<file path="src/rtl/pcu_pkg.sv">
package pcu_pkg;
  typedef enum logic [2:0] {
    SEL_HOLD = 3'd0,
    SEL_INC  = 3'd1,
    SEL_PCL  = 3'd2,
    SEL_JMP  = 3'd3,
    SEL_RET  = 3'd4
  } pc_sel_e;
endpackage

</file>
<file path="src/rtl/pcu_select.sv">
module pcu_select
  import pcu_pkg::*;
(
  input  logic    step,
  input  logic    ret_req,
  input  logic    jmp_req,
  input  logic    pcl_wr,
  output pc_sel_e sel
);
  always_comb begin
    if (ret_req)      sel = SEL_RET;
    else if (jmp_req) sel = SEL_JMP;
    else if (pcl_wr)  sel = SEL_PCL;
    else if (step)    sel = SEL_INC;
    else              sel = SEL_HOLD;
  end
endmodule

</file>
<file path="src/rtl/pcu_page_latch.sv">
module pcu_page_latch #(
  parameter int LAT_W = 5,
  parameter int RD_W  = 8
) (
  input  logic             clk,
  input  logic             rst,
  input  logic             wr,
  input  logic [RD_W-1:0]  wdata,
  output logic [LAT_W-1:0] lat_q,
  output logic [RD_W-1:0]  lat_rd
);
  always_ff @(posedge clk) begin
    if (rst)     lat_q <= '0;
    else if (wr) lat_q <= wdata[LAT_W-1:0];
  end

  generate
    if (RD_W > LAT_W) begin : g_pad
      assign lat_rd = {{(RD_W-LAT_W){1'b0}}, lat_q};
    end else begin : g_nopad
      assign lat_rd = lat_q[RD_W-1:0];
    end
  endgenerate

  // only an explicit latch write may alter the page latch
  a_r6_latch_stable: assert property (@(posedge clk) disable iff (rst)
    ($past(!rst) && !$past(wr)) |-> $stable(lat_q));
  a_r6_latch_load: assert property (@(posedge clk) disable iff (rst)
    ($past(!rst) && $past(wr)) |-> lat_q == $past(wdata[LAT_W-1:0]));
  // the padding bits above the latch read as zero
  a_r8_lat_upper_zero: assert property (@(posedge clk)
    lat_rd[RD_W-1:LAT_W] == '0);
endmodule

</file>
<file path="src/rtl/pcu_pc_reg.sv">
module pcu_pc_reg
  import pcu_pkg::*;
#(
  parameter int PC_W  = 13,
  parameter int LO_W  = 8,
  parameter int IMM_W = 11,
  localparam int LAT_W = PC_W - LO_W,
  localparam int JHI_W = PC_W - IMM_W
) (
  input  logic             clk,
  input  logic             rst,
  input  pc_sel_e          sel,
  input  logic [LAT_W-1:0] lat_q,
  input  logic [IMM_W-1:0] imm,
  input  logic [LO_W-1:0]  wdata,
  input  logic [PC_W-1:0]  ret_addr,
  output logic [PC_W-1:0]  pc_q
);
  logic [PC_W-1:0] pc_next;

  always_comb begin
    unique case (sel)
      SEL_RET: pc_next = ret_addr;
      SEL_JMP: pc_next = {lat_q[LAT_W-1 -: JHI_W], imm};
      SEL_PCL: pc_next = {lat_q, wdata};
      SEL_INC: pc_next = pc_q + PC_W'(1);
      default: pc_next = pc_q;
    endcase
  end

  always_ff @(posedge clk) begin
    if (rst) pc_q <= '0;
    else     pc_q <= pc_next;
  end

  // sequential advance wraps at the top of the space
  a_r2_wrap: assert property (@(posedge clk) disable iff (rst)
    ($past(!rst) && $past(sel) == SEL_INC && $past(pc_q) == '1) |-> pc_q == '0);
  // no request leaves the counter unchanged
  a_r7_hold: assert property (@(posedge clk) disable iff (rst)
    ($past(!rst) && $past(sel) == SEL_HOLD) |-> $stable(pc_q));
  // a low-byte write never leaves the upper bits different from the old latch
  a_r3_no_carry: assert property (@(posedge clk) disable iff (rst)
    ($past(!rst) && $past(sel) == SEL_PCL) |-> pc_q[PC_W-1:LO_W] == $past(lat_q));
endmodule

</file>
<file path="src/rtl/paged_pc_unit.sv">
module paged_pc_unit
  import pcu_pkg::*;
#(
  parameter int PC_W  = 13,
  parameter int LO_W  = 8,
  parameter int IMM_W = 11,
  localparam int LAT_W = PC_W - LO_W
) (
  input  logic             clk,
  input  logic             rst,
  input  logic             step,
  input  logic             ret_req,
  input  logic             jmp_req,
  input  logic             pcl_wr,
  input  logic             lat_wr,
  input  logic [IMM_W-1:0] imm,
  input  logic [LO_W-1:0]  wdata,
  input  logic [PC_W-1:0]  ret_addr,
  output logic [PC_W-1:0]  pc,
  output logic [LO_W-1:0]  pcl_rd,
  output logic [LO_W-1:0]  lat_rd
);
  pc_sel_e          sel;
  logic [LAT_W-1:0] lat_q;

  pcu_select u_sel (
    .step(step), .ret_req(ret_req), .jmp_req(jmp_req), .pcl_wr(pcl_wr), .sel(sel)
  );

  pcu_page_latch #(.LAT_W(LAT_W), .RD_W(LO_W)) u_lat (
    .clk(clk), .rst(rst), .wr(lat_wr), .wdata(wdata), .lat_q(lat_q), .lat_rd(lat_rd)
  );

  pcu_pc_reg #(.PC_W(PC_W), .LO_W(LO_W), .IMM_W(IMM_W)) u_pc (
    .clk(clk), .rst(rst), .sel(sel), .lat_q(lat_q), .imm(imm),
    .wdata(wdata), .ret_addr(ret_addr), .pc_q(pc)
  );

  assign pcl_rd = pc[LO_W-1:0];

  // a return wins over every other request
  a_r5_ret_wins: assert property (@(posedge clk) disable iff (rst)
    ($past(!rst) && $past(ret_req)) |-> pc == $past(ret_addr));
  // a jump takes the top two latch bits above the immediate
  a_r4_jump: assert property (@(posedge clk) disable iff (rst)
    ($past(!rst) && $past(jmp_req) && !$past(ret_req)) |->
      (pc[IMM_W-1:0] == $past(imm) && pc[PC_W-1:IMM_W] == $past(lat_rd[LAT_W-1 -: PC_W-IMM_W])));
  // reset clears the counter and the latch
  a_r1_reset: assert property (@(posedge clk) $past(rst) |-> (pc == '0 && lat_rd == '0));
endmodule

</file>
<file path="config.mk">
export PLATFORM = sky130hd
export DESIGN_NAME = paged_pc_unit
export DESIGN_NICKNAME = d
export VERILOG_FILES = /design/src/rtl/pcu_pkg.sv /design/src/rtl/pcu_select.sv /design/src/rtl/pcu_page_latch.sv /design/src/rtl/pcu_pc_reg.sv /design/src/rtl/paged_pc_unit.sv
export SDC_FILE = /design/constraint.sdc
export NUM_CORES = 1
export LEC_CHECK = 0
export BUFFER_PORTS_ARGS = -buffer_cell sky130_fd_sc_hd__buf_2
export CAP_MARGIN = 25
export CORE_AREA = 5 5 62 64
export DETAILED_ROUTE_END_ITERATION = 12
export DIE_AREA = 0 0 67 69
export PLACE_DENSITY_LB_ADDON = 0.25
export SYNTH_ARGS = -nofsm -noshare
export SYNTH_HDL_FRONTEND = slang
export SYNTH_HIERARCHICAL = 1
export SYNTH_SLANG_ARGS = --single-unit
export TNS_END_PERCENT = 1
</file>
<file path="constraint.sdc">
create_clock -name clk -period 2.4 [get_ports clk]
set_input_delay 0.36 -clock clk [delete_from_list [all_inputs] [get_ports clk]]
set_output_delay 0.36 -clock clk [all_outputs]
set_load 0.1 [all_outputs]
</file>
==> impl_metrics.json, run 1 <==
{
  "status": "completed",
  "cp.depth": 7,
  "ctsLongestPathBuffers": 2,
  "crit_type": "in -> reg",
  "synthAdderAreaFrac_pct": 0.8554,
  "pwr-share-comb_pct": 49.3,
  "multi_input_area_um2": 903.4,
  "drt-total-wl_um": 4345,
  "fillerInstances": 348,
  "max_stage_delay_ps": 430,
  "hold_viol_final": 0,
  "first_global_vias": 1503,
  "cts_htree_levels": 1,
  "switchingPower_w": 0.0005687,
  "ys.flop_type": "dfxtp_1",
  "crit_required_ps": 2630,
  "synth_top_family_by_area": "simple AND/OR/NAND/NOR gates",
  "power_w": 0.001109,
  "p_int_w": 0.0005399,
  "grt_overflow": 0,
  "tritoncts": "yes",
  "ys_seq_elements": 18,
  "period_needed_ps": 1769,
  "die_width_um": 67,
  "grt.met2_usage_pct": 29.69,
  "synth_area_um2": 1463,
  "seq_area_um2": 360.3,
  "path_buf_inv": 1,
  "max_freq_mhz": 565.4,
  "startpoint_type": "primary input",
  "first_pass_iters": 4,
  "area_delta_synth_final_pct": 20.62,
  "dieArea_um2": 4623,
  "maxSlewViolCount": 0,
  "place_hpwl_um": 3318,
  "pre_cts_ws_ps": 331.1,
  "busiest_layer": "met2",
  "leakage_nw": 0.8027,
  "clk_pin_slew_ps": 120,
  "grt_max_degree": 19,
  "initial_utilization_pct": 45.26,
  "ir_worst_vdd_uv": 211.6,
  "ant_nets": 0,
  "holdCritStartpoint": "ret_addr[2]",
  "p_sw_share_pct": 51.30,
  "met3_usage_pct": 3.084,
  "cpMaxStageDelayCell": "or3b_4",
  "num_vias": 1573,
  "yosysSeqAreaShare_pct": 24.64,
  "nets": 278,
  "async_flop_share_pct": 0,
  "drc": 0,
  "end_kind": "flop",
  "place_congestion": 0.8874,
  "ctsResizeCount": 0,
  "drive_above_1_share_pct": 35.02,
  "cp_cell_sequence": "buf_2 -> nand2b_1 -> a21oi_2 -> or3b_4 -> or3_1 -> or4_1 -> o211ai_1",
  "rr_worst_depth": 5,
  "coreArea_um2": 3232,
  "arrival_ps": 2000,
  "grt_util_met1_pct": 27.20,
  "holdBufCountCts": 0,
  "hold_end": "u_pc/pc_q[2]",
  "syn_inst": 186,
  "finalSetupViolations": 0,
  "viasPerCell": 5.558,
  "place.port_buffers": 64,
  "cts_num_sinks": 18,
  "grt_pass1_wl_um": 7100,
  "clkLatencyLatePin_ps": 300,
  "r2r_end": "u_pc/pc_q[12]",
  "cts_setup_buffers": 0,
  "ys_types": 48,
  "grtUsageTotal_pct": 19.04,
  "antenna_found_initial": 0,
  "fin_ws_ps": 631.3,
  "syn_area_per_cell_um2": 7.864,
  "cts_buffers": 3,
  "drtIter0Drc": 114,
  "synthMuxAreaShare_pct": 11.21,
  "fin_skew_ps": 4.433,
  "drv_cap": 0,
  "antennaDiodeCount": 0,
  "synth_edf_count": 0,
  "hold_depth": 3,
  "fin_util_pct": 54.59,
  "timing.hold.ws_ps": 289.6,
  "cts_root_buf": "clkbuf_4",
  "wl_per_cell_um": 15.35,
  "worstPathMaxFanout": 6,
  "synth_warnings": 6,
  "power_density_nw_per_um2": 628.4,
  "clockPowerShare_pct": 17.9,
  "synth-simple-area-share_pct": 24.89,
  "power_frac_seq_pct": 32.9,
  "synth-compound-area-share_pct": 22.84,
  "ff2ff_setup_slack_ps": 660,
  "ios": 68,
  "synth-xor-area-share_pct": 1.198,
  "crit_family": "simple AND/OR/NAND/NOR gates",
  "hold_class": "in -> reg",
  "rr_startpoint": "u_pc/pc_q[0]",
  "fin_tns_setup_ps": 0,
  "rows": 21,
  "period_share_pct": 73.70,
  "die_h_um": 69,
  "rsz0062_at_grt": "no"
}
[metal layers]
layer / up-vias / routed length, µm
met5: - / 0
met4: 0 / 20
met3: 2 / 430
met2: 70 / 2004
met1: 719 / 1889
li1: 782 / -
[cells in the final DEF, fill, tap and decap left out, types with 4 or more instances in the layout]
| master | count |
|---|---|
| mux2i_1 | 13 |
| o21ai_0 | 8 |
| nor2_1 | 18 |
| nand2b_1 | 5 |
| dfxtp_1 | 18 |
| nand2_1 | 10 |
| inv_1 | 5 |
| nor3_1 | 4 |
| nand4_1 | 4 |
| nor4_1 | 7 |
| buf_2 | 64 |
| buf_4 | 9 |
| a21oi_1 | 9 |
| nand3_1 | 4 |
[per-stage QoR]
| stage | std cells | cell area (µm²) |
|---|---|---|
| after detailed placement | 279 | 1728 |
| after CTS | 283 | 1764 |
| after floorplan | 188 | 1470 |
| final | 283 | 1764 |
| after global placement | 279 | 1728 |
| after global routing | 283 | 1764 |
[flip-flops by register name, summed over array words and instances (netlist names)]
signal / flops
u_pc/pc_q: 13
u_lat/lat_q: 5
[logic make-up after synthesis]
group / Yosys count
AO/OA/AOI/OAI: 47
XOR/XNOR: 2
adder cells (fa/ha/maj): 1
buffers and inverters: 33
flip-flops: 18
multiplexers: 16
other: 1
AND/OR/NAND/NOR: 68
[worst max path at each step]
stage | slack, ps | endpoint | from
floorplan | 140 | u_pc/pc_q[9] | u_pc/pc_q[0]
global placement | 350 | u_pc/pc_q[11] | pcl_wr
detailed placement | 330 | u_pc/pc_q[11] | pcl_wr
CTS | 650 | u_pc/pc_q[12] | u_pc/pc_q[0]
global route | 470 | u_pc/pc_q[12] | u_pc/pc_q[0]
finish | 630 | u_pc/pc_q[11] | pcl_wr
[worst reg2reg max path, cell delays in order, from the launching register on]
cell and delay, ps:
dfxtp_1 520, ha_1 310, inv_1 130, nor4_1 380
mux2i_1 220, o21ai_0 90
[synth_stat cells, types with 3 or more instances]
library cell / instances / area share [%]
inv_1: 5 / 1.3
a21oi_1: 9 / 3.1
nor2_1: 18 / 4.6
nor4_1: 7 / 3.0
a222oi_1: 3 / 2.1
nand3_1: 4 / 1.4
buf_2: 3 / 1.0
mux2_2: 3 / 2.3
nand2_1: 10 / 2.6
nor3_1: 4 / 1.4
buf_4: 17 / 8.7
and3_1: 3 / 1.3
clkbuf_1: 6 / 1.5
nand4_1: 4 / 1.7
nor3b_1: 3 / 1.5
o21ai_0: 8 / 2.7
dfxtp_1: 18 / 25
o211ai_1: 3 / 1.5
or4_1: 3 / 1.5
a2bb2oi_1: 3 / 1.8
mux2i_1: 13 / 8.9
nand2b_1: 5 / 2.1
[cell type report]
cell class / instances / share of cell area, %
clock buffers: 4 / 2.057
inverters: 5 / 1.064
multi-input cells: 137 / 51.21
flip-flops and latches: 18 / 20.43
well taps: 46 / 3.262
repair buffers: 73 / 21.99
[power by group through the flow]
stage	Clock [W]	Combinational (W)	Sequential (W)
2_1_floorplan	0	0.000322	0.000509
3_3_place_gp	0	0.000543	0.000371
3_5_place_dp	0	0.000545	0.000371
4_1_cts	0.000204	0.000546	0.000364
5_1_grt	0.000214	0.000573	0.000372
6_report	0.000198	0.000546	0.000365
(Power assumes the default switching activity.)
==> run 2: changes to the inputs <==
clock period = 1.65 ns   (was 2.4 ns; I/O delays follow)
==> run 2 against run 1 <==
Against the previous run:
- setup slack got worse by 570 ps
- largest cell class unchanged
- sequential power rose by 44%
- via count rose by 7.9%
- highest routed layer unchanged
- critical path depth did not move
- hold slack got worse by 130 ps
- critical path type unchanged
- combinational power rose by 58%
- first-iteration DRC count rose by 12%
- global-route usage rose by 0.98 points
- final cell count rose by 7.4%
==> impl_metrics.json, run 2 (synthesized netlist as in run 1, its figures left out) <==
{
  "status": "completed",
  "end_kind": "flop",
  "tritoncts": "yes",
  "first_pass_iters": 4,
  "rows": 21,
  "die_h_um": 69,
  "drtIter0Drc": 128,
  "place.port_buffers": 64,
  "crit_family": "simple AND/OR/NAND/NOR gates",
  "relSlewSlack_pct": 65.97,
  "fin_skew_ps": 8.105,
  "grt_overflow": 0,
  "final_common_cell": "buf_2",
  "wl_per_cell_um": 15.32,
  "clkLatencyLatePin_ps": 310,
  "dieArea_um2": 4623,
  "crit_type": "in -> reg",
  "cts_buffers": 3,
  "cts_root_buf": "clkbuf_4",
  "arrival_ps": 1830,
  "largestRegisters": "u_pc/pc_q (13), u_lat/lat_q (5)",
  "crit_required_ps": 1890,
  "tightest_slew_ps": 508.6,
  "rsz0062_at_grt": "yes",
  "holdBufCountCts": 0,
  "power_density_nw_per_um2": 856.1,
  "hold_class": "in -> reg",
  "worstPathMaxFanout": 5,
  "r2r_end": "u_pc/pc_q[6]",
  "final_cell_mix": "64 x buf_2, 29 x buf_4, 18 x nor2_1",
  "die_width_um": 67,
  "cts_htree_levels": 1,
  "initial_utilization_pct": 45.26,
  "coreArea_um2": 3232,
  "cpMaxStageDelayCell": "or3b_4",
  "first_global_vias": 1552,
  "grt_pass1_wl_um": 7417,
  "drive_above_1_share_pct": 44.57,
  "drc": 0,
  "ios": 68,
  "instances_no_fill": 304,
  "finalSetupViolations": 0,
  "ctsLongestPathBuffers": 2,
  "place_area_um2": 1918,
  "antenna_found_initial": 0,
  "hold_end": "u_pc/pc_q[2]",
  "clockPowerShare_pct": 17.4,
  "rr_worst_depth": 5,
  "ir_worst_vdd_uv": 351.9,
  "pwr-share-comb_pct": 51.2,
  "max_freq_mhz": 628.6,
  "p_sw_share_pct": 50.38,
  "area_delta_synth_final_pct": 34.22,
  "nets": 299,
  "drv_cap": 0,
  "hold_depth": 3,
  "max_stage_delay_ps": 410,
  "period_needed_ps": 1591,
  "switchingPower_w": 0.0008468,
  "num_vias": 1698,
  "top_register": "u_pc/pc_q",
  "leakage_nw": 0.9194,
  "dp.cells": 300,
  "startpoint_type": "primary input",
  "cts_num_sinks": 18,
  "ant_nets": 0,
  "cp_cell_sequence": "buf_2 -> nand2b_1 -> a21oi_2 -> or3b_4 -> or3_1 -> or4_1 -> o211ai_1",
  "power_frac_seq_pct": 31.4,
  "path_buf_inv": 1,
  "ff2ff_setup_slack_ps": 140,
  "design_area_um2": 1963,
  "cts_setup_buffers": 0,
  "place_congestion": 0.8528,
  "rr_startpoint": "u_pc/pc_q[2]",
  "p_int_w": 0.0008339,
  "antennaDiodeCount": 0,
  "holdCritStartpoint": "ret_addr[2]",
  "fin_tns_setup_ps": 0,
  "drt-total-wl_um": 4657,
  "grt_max_degree": 22,
  "maxSlewViolCount": 0,
  "hold_viol_final": 0,
  "grtUsageTotal_pct": 20.02,
  "clk_pin_slew_ps": 120,
  "fin_util_pct": 60.74,
  "largest_reg_flops": 13,
  "period_share_pct": 96.41,
  "viasPerCell": 5.586,
  "place_hpwl_um": 3710
}
[run 2: cell count changes in the layout (fill, tap and decap cells not counted), sizes merged]
cell	previous run	this run
buf	73	94
[run 2: per-layer routing]
metal  wire length, µm  up-vias  global-route usage [%]  share of wire, %
li1                  -      830                       -                 -
met1              2096      784                   27.79                45
met2              2180       80                   31.77                47
met3               342        4                   2.922               7.3
met4                38        0                   5.405              0.82
met5                 0        -                       0                 0
[run 2: layout make-up]
class | instances | area, µm²
fill | 323 | 1269
multi-input combinational | 137 | 912.1
timing repair buffer | 94 | 558.0
sequential | 18 | 380.4
tap | 46 | 57.56
clock buffer | 4 | 36.28
inverter | 5 | 18.77
[run 2: worst min-delay path: stages]
cell and delay, ps:
buf_2 90, nand2_1 50, a21oi_1 50
[run 2: repair_timing]
action,4_1_cts,5_1_grt
resized for setup,0,2
hold endpoints to repair,0,0
setup endpoints to repair,0,4
[run 2: power groups by stage]
stage	Combinational, W	Sequential [W]	Clock, W
final	0.000861	0.000527	0.000292
after global routing	0.000901	0.000536	0.000314
after floorplan	0.000468	0.000747	0
after detailed placement	0.000854	0.000537	0
after CTS	0.000856	0.000527	0.000298
after global placement	0.000848	0.000537	0
[run 2: how the worst max path moves through the flow]
stage / from / endpoint / slack, ps / depth (start not counted)
final: pcl_wr / u_pc/pc_q[11] / 60 / 7
after detailed placement: pcl_wr / u_pc/pc_q[11] / -270 / 7
after CTS: pcl_wr / u_pc/pc_q[11] / 70 / 7
after global placement: pcl_wr / u_pc/pc_q[11] / -230 / 7
after global routing: u_pc/pc_q[2] / u_pc/pc_q[12] / -20 / 4
after floorplan: pcl_wr / u_pc/pc_q[11] / -180 / 6
[run 2: through the flow]
step / setup slack, ps / power, W / hold slack (ps)
floorplan: -176.7 / 0.001215 / 319.9
global placement: -229.2 / 0.001385 / 484.2
detailed placement: -267.8 / 0.001391 / 489.6
CTS: 68.42 / 0.001681 / 161.7
global route: -21.52 / 0.001752 / 184.5
finish: 59.25 / 0.001681 / 164.3
